--- config.mk ---
export PLATFORM = sky130hd
export DESIGN_NAME = autobaud_meter
export DESIGN_NICKNAME = d
export VERILOG_FILES = /design/src/rtl/abm_pkg.sv /design/src/rtl/abm_fall_det.sv /design/src/rtl/abm_div_calc.sv /design/src/rtl/autobaud_meter.sv
export SDC_FILE = /design/constraint.sdc
export NUM_CORES = 1
export LEC_CHECK = 0
export BUFFER_PORTS_ARGS = -buffer_cell sky130_fd_sc_hd__buf_2
export CORE_MARGIN = 2
export CORE_UTILIZATION = 44
export CTS_BUF_LIST = sky130_fd_sc_hd__clkbuf_8
export DETAILED_ROUTE_END_ITERATION = 10
export PLACE_DENSITY = 0.71
export SETUP_SLACK_MARGIN = 0.15
export SYNTH_ARGS = -nofsm -noshare
export SYNTH_HDL_FRONTEND = slang
export SYNTH_SLANG_ARGS = --single-unit
export TNS_END_PERCENT = 10
--- constraint.sdc ---
create_clock -name clk -period 4.24 [get_ports clk]
set_input_delay 0.848 -clock clk [delete_from_list [all_inputs] [get_ports clk]]
set_output_delay 0.848 -clock clk [all_outputs]
set_load 0.02 [all_outputs]
--- src/rtl/abm_pkg.sv ---
package abm_pkg;

    typedef enum logic [1:0] {
        ST_IDLE = 2'd0,
        ST_WAIT = 2'd1,
        ST_MEAS = 2'd2
    } meas_state_e;

endpackage

--- src/rtl/abm_fall_det.sv ---
module abm_fall_det (
    input  logic clk,
    input  logic rst_n,
    input  logic line_raw,
    input  logic invert,
    output logic fall
);
    typedef struct packed {
        logic prev;
    } det_t;

    det_t n_d, n_q;
    logic line;

    always_comb begin
        line     = line_raw ^ invert;
        n_d      = n_q;
        n_d.prev = line;
        fall     = n_q.prev & ~line;
    end

    always_ff @(posedge clk or negedge rst_n) begin
        if (!rst_n) n_q <= '{prev: 1'b1};
        else        n_q <= n_d;
    end
endmodule

--- src/rtl/abm_div_calc.sv ---
module abm_div_calc #(
    parameter int SPAN_W = 17,
    parameter int DIV_W  = 16,
    parameter int SH_LO  = 7,
    parameter int SH_HI  = 5
) (
    input  logic [SPAN_W-1:0] span,
    input  logic              hi_speed,
    output logic [DIV_W-1:0]  divisor
);
    localparam int SUM_W = SPAN_W + 1;

    logic [SUM_W-1:0] sum_lo, sum_hi, quot;

    always_comb begin
        sum_lo = {1'b0, span} + SUM_W'(1 << (SH_LO - 1));
        sum_hi = {1'b0, span} + SUM_W'(1 << (SH_HI - 1));
        quot   = hi_speed ? (sum_hi >> SH_HI) : (sum_lo >> SH_LO);
        if (quot == '0) divisor = '0;
        else            divisor = DIV_W'(quot - SUM_W'(1));
    end
endmodule

--- src/rtl/autobaud_meter.sv ---
module autobaud_meter #(
    parameter int CNT_W      = 16,
    parameter int DIV_W      = 16,
    parameter int FALL_EDGES = 5
) (
    input  logic             clk,
    input  logic             rst_n,
    input  logic             rx_in,
    input  logic             rx_invert,
    input  logic             arm_set,
    input  logic             hi_speed,
    output logic             armed,
    output logic             div_load,
    output logic [DIV_W-1:0] div_out,
    output logic             done,
    output logic             overflow
);
    import abm_pkg::*;

    localparam int                SPAN_W   = CNT_W + 1;
    localparam int                EDGE_W   = $clog2(FALL_EDGES);
    localparam logic [CNT_W-1:0]  CNT_MAX  = '1;
    localparam logic [EDGE_W-1:0] LAST_IDX = EDGE_W'(FALL_EDGES - 2);

    typedef struct packed {
        meas_state_e       st;
        logic [CNT_W-1:0]  cnt;
        logic [EDGE_W-1:0] idx;
        logic              ovf;
        logic              load;
        logic              fin;
        logic [DIV_W-1:0]  div;
    } ctl_t;

    ctl_t              c_d, c_q;
    logic              fall;
    logic [SPAN_W-1:0] span;
    logic [DIV_W-1:0]  div_calc;

    abm_fall_det u_fall (
        .clk      (clk),
        .rst_n    (rst_n),
        .line_raw (rx_in),
        .invert   (rx_invert),
        .fall     (fall)
    );

    assign span = {1'b0, c_q.cnt} + SPAN_W'(1);

    abm_div_calc #(
        .SPAN_W (SPAN_W),
        .DIV_W  (DIV_W),
        .SH_LO  (7),
        .SH_HI  (5)
    ) u_div (
        .span     (span),
        .hi_speed (hi_speed),
        .divisor  (div_calc)
    );

    always_comb begin
        c_d      = c_q;
        c_d.load = 1'b0;
        c_d.fin  = 1'b0;
        unique case (c_q.st)
            ST_IDLE: ;
            ST_WAIT: begin
                if (fall) begin
                    c_d.st  = ST_MEAS;
                    c_d.cnt = '0;
                    c_d.idx = '0;
                end
            end
            ST_MEAS: begin
                c_d.cnt = c_q.cnt + CNT_W'(1);
                if (fall) begin
                    if (c_q.idx == LAST_IDX) begin
                        c_d.load = 1'b1;
                        c_d.fin  = 1'b1;
                        c_d.div  = div_calc;
                        c_d.st   = ST_IDLE;
                    end else begin
                        c_d.idx = c_q.idx + EDGE_W'(1);
                    end
                end else if (c_q.cnt == CNT_MAX) begin
                    c_d.ovf = 1'b1;
                    c_d.fin = 1'b1;
                    c_d.st  = ST_IDLE;
                end
            end
            default: c_d.st = ST_IDLE;
        endcase
        // an arm request lands after completion handling, so a finish and a re-arm can share a cycle
        if (arm_set && c_d.st == ST_IDLE) begin
            c_d.st = ST_WAIT;
            if (c_q.st == ST_IDLE) c_d.ovf = 1'b0;
        end
    end

    always_ff @(posedge clk or negedge rst_n) begin
        if (!rst_n) c_q <= '{st: ST_IDLE, cnt: '0, idx: '0, ovf: 1'b0,
                            load: 1'b0, fin: 1'b0, div: '0};
        else        c_q <= c_d;
    end

    assign armed    = (c_q.st != ST_IDLE);
    assign div_load = c_q.load;
    assign div_out  = c_q.div;
    assign done     = c_q.fin;
    assign overflow = c_q.ovf;


    load_has_done_chk: assert property (@(posedge clk) disable iff (!rst_n)
        div_load |-> done);


    ovf_no_load_chk: assert property (@(posedge clk) disable iff (!rst_n)
        $rose(overflow) |-> (done && !div_load && !armed));


    no_load_unarmed_chk: assert property (@(posedge clk) disable iff (!rst_n)
        !armed |=> !div_load);


    disarm_on_finish_chk: assert property (@(posedge clk) disable iff (!rst_n)
        $fell(armed) |-> done);


    div_hold_chk: assert property (@(posedge clk) disable iff (!rst_n)
        !div_load |-> $stable(div_out));
endmodule

==> results by group <==
Status
  – Status: finished, final reports clean

Logic synthesis
  – Mux share of post-synthesis cell area: 0.009852
  – Main synth FF type: dfrtp_1
  – Post-synthesis sequential area ratio: 0.3206
  – Synth top area cells: dfrtp_1, nand2_1, xnor2_1, buf_4, o21ai_0
  – Mapped Cells: 355
  – Syn avg cell area: 8.586 sq um
  – XOR/XNOR Fraction of Synth Area: 0.06609
  – Synth warnings: 0
  – Yosys cell types: 67
  – Syn nets: 368
  – Synth Area in Simple Gates: 0.2278
  – Post-synth EDFFs: 0
  – Post-synth ARST share: 1.000
  – Complex-gate fraction of the synthesized area: 0.2570
  – Synthesized flop and latch total: 39
  – Largest family of logic cells by synthesized area: compound AO/OA/AOI/OAI gates
  – Post-synth top area share: 0.3120
  – Post-Syn Area: 0.003048 sq mm
  – Post-Synth Adder-Cell Area: 0.02874
  – Biggest area consumer among synthesized cells: dfrtp_1

Route
  – DR iter-0 viols: 197
  – DRC viols: 0
  – ANT nets after route: 0
  – Mean number of vias per cell: 5.877
  – Total length of routed wires: 6401 microns
  – Detailed-route wire length per cell: 14.82 microns
  – TritonRoute pass-1 iters: 4
  – Routed vias: 2,539

Global route
  – First-pass GRT wire length: 10,940 microns
  – Number of global-route vias before repair: 2,326
  – Initial antenna violation count: 0
  – Largest net degree at the start of global routing: 40
  – Overall global routing resource usage: 0.1781
  – Congestion Overflow GR: 0

Worst setup path
  – WS Path Type: reg2reg
  – CP arrival: 3.83 ns
  – FF-to-FF path depth: 11
  – Reg2reg start: c_q[22]$_DFFE_PN0P_
  – Critical Path Source: c_q[22]$_DFFE_PN0P_
  – R2r setup slk: 0.59 ns
  – Cells along the critical path: ha_1, nand3_1, or4_1, and2_1, or2_1, nor4_1, nor3_1, nor4_1, nand4bb_2, nand2_1, o21ai_1
  – Critical path peak fanout: 7
  – Slowest CP cell: or4_1
  – Crit path max-delay family: simple AND/OR/NAND/NOR gates
  – Most frequent CP cell: nor4_1
  – Setup crit end: div_out[9]$_DFFE_PN0P_
  – Startpoint types: register
  – CP required: 4.42 ns
  – CP bufs+invs: 0
  – Crit path largest cell delay: 0.54 ns
  – CP endpoint kind: register
  – Worst r2r dst: div_out[9]$_DFFE_PN0P_
  – Number of stages on the worst setup path: 11

Layout
  – Final core occ: 0.4696
  – Area growth syn-to-layout: 4.105%
  – Commonest non-fill, non-tap cell in the layout: nand2_1
  – Most frequent cells in the layout: nand2_1, dfrtp_1, o21ai_0, buf_2, nor2_1
  – Area of the multi-input gates: 0.001797 sq mm
  – Layout cells sized above 1: 0.1676
  – Post-route design area: 0.003173 sq mm
  – # diodes: 0
  – Register area: 977.2 sq um
  – Post-route insts no fill: 432
  – Layout fillers: 653
  – Nets: 364

Place
  – Number of port buffers: 25
  – Placed Area: 0.003055 sq mm
  – DP Cell Count: 424
  – Hpwl dp: 4661 microns
  – RePlAce Congestion: 0.9076
  – Dpl ws: 0.6306 ns

Worst hold path
  – Hold Path Class: reg2reg

Floorplanning
  – Row Count: 30
  – Die ar.: 0.007609 sq mm
  – # IOs: 26
  – Core footprint: 0.006756 sq mm
  – Die W: 87.23 microns
  – Initial Util: 0.4511
  – Die height: 87.23 microns

Clock tree
  – Post-CTS setup buffers: 0
  – Clock sinks: 39
  – Total CTS buffers: 5
  – Hold-fix buffers, CTS: 0
  – PostCTS Resize Cnt: 0
  – CTS tree: done
  – Deepest level of the CTS H-tree: 2
  – Bufs on Longest Clock Path: 2
  – Clk root buf: clkbuf_8
  – Reg clk slew, reported paths: 0.08 ns
  – Clock Latency Late Sink: 0.29 ns

Power and ir drop
  – Peak VDD IR: 133.5 uV
  – Power Dens Cells: 342.3 mW/mm^2
  – Power, Total: 1.086 mW
  – Leakage: 1.343 nW

Flow run
  – # Max-Cap Violations: 0

Timing
  – Period utilization: 0.8606
  – Finish-stage setup viols: 0
  – Minimum clock period: 3.649 ns
  – Slew Viols, Final: 0
  – Fmax: 0.2741 GHz
  – Final worst setup slack: 0.5912 ns
  – Clock skew: 0.004042 ns
  – Relative slew slack: 0.3927
  – Worst hold slack: 0.4624 ns
  – Least-Margin Pin Slew: 0.9076 ns
  – Fin Setup TNS: 0 ns
  – RSZ-0062 raised after global routing: no
  – Final Hold Vio Count: 0
==> power breakdown <==
part / internal (mW) / total [mW] / switching, mW
clock: 0.191 / 0.329 / 0.138
combinational: 0.109 / 0.284 / 0.175
sequential: 0.420 / 0.473 / 0.0529
==> registers in the layout, indices dropped and copies added (netlist names) <==
register	flops
c_q	21
div_load	1
div_out	14
done	1
overflow	1
u_fall.n_q	1
==> synth_stat cells, drive strengths merged (6+ instances only) <==
master and number:
o31ai 12, o21ai 31, a21oi 16, nand4 6
nor2 19, inv 13, buf 25, and2 7
nand2 46, clkbuf 12, nor3 8, xnor2 17
xor2 6, nand3 11, ha 7, o211ai 6
a22o 8, dfrtp 38
==> tightest hold or removal path, stage by stage, from the launching register on <==
cell     delay [ns]
dfrtp_1        0.34
nand2_1        0.05
nand2_1        0.04
==> worst min path at each step <==
stage | startpoint | to | slack (ns) | cells past startpoint
after floorplan | div_out[0]$_DFFE_PN0P_ | div_out[0]$_DFFE_PN0P_ | 0.44 | 2
after global placement | div_out[0]$_DFFE_PN0P_ | div_out[0]$_DFFE_PN0P_ | 0.45 | 2
after detailed placement | div_out[0]$_DFFE_PN0P_ | div_out[0]$_DFFE_PN0P_ | 0.45 | 2
after CTS | div_out[0]$_DFFE_PN0P_ | div_out[0]$_DFFE_PN0P_ | 0.47 | 2
after global routing | div_out[1]$_DFFE_PN0P_ | div_out[1]$_DFFE_PN0P_ | 0.51 | 2
final | div_out[0]$_DFFE_PN0P_ | div_out[0]$_DFFE_PN0P_ | 0.46 | 2
==> logic make-up after synthesis <==
family          count (synthesis)
compound gates                107
xor+xnor                       23
fa+ha+maj                       7
buf+inv                        50
flops                          39
mux                             3
simple gates                  126
==> layout make-up <==
type / instances / share of cell area
multi-input combinational: 266 / 0.5662
clock inverter: 2 / 0.01104
inverter: 13 / 0.01538
sequential: 39 / 0.3080
clock buffer: 6 / 0.02603
tap: 80 / 0.03155
timing repair buffer: 26 / 0.04180
==> layer usage <==
metal  part of all wire  routed length (microns)  global-route usage  up-vias
met5                  0                        0                   0        -
met4              0.013                       85             0.05175        0
met3              0.040                      253             0.02559        8
met2               0.46                     2914              0.2894       60
met1               0.49                     3148              0.2468     1204
li1                   -                        -                   -     1267
Note: power is estimated with default switching activity, not from simulation.
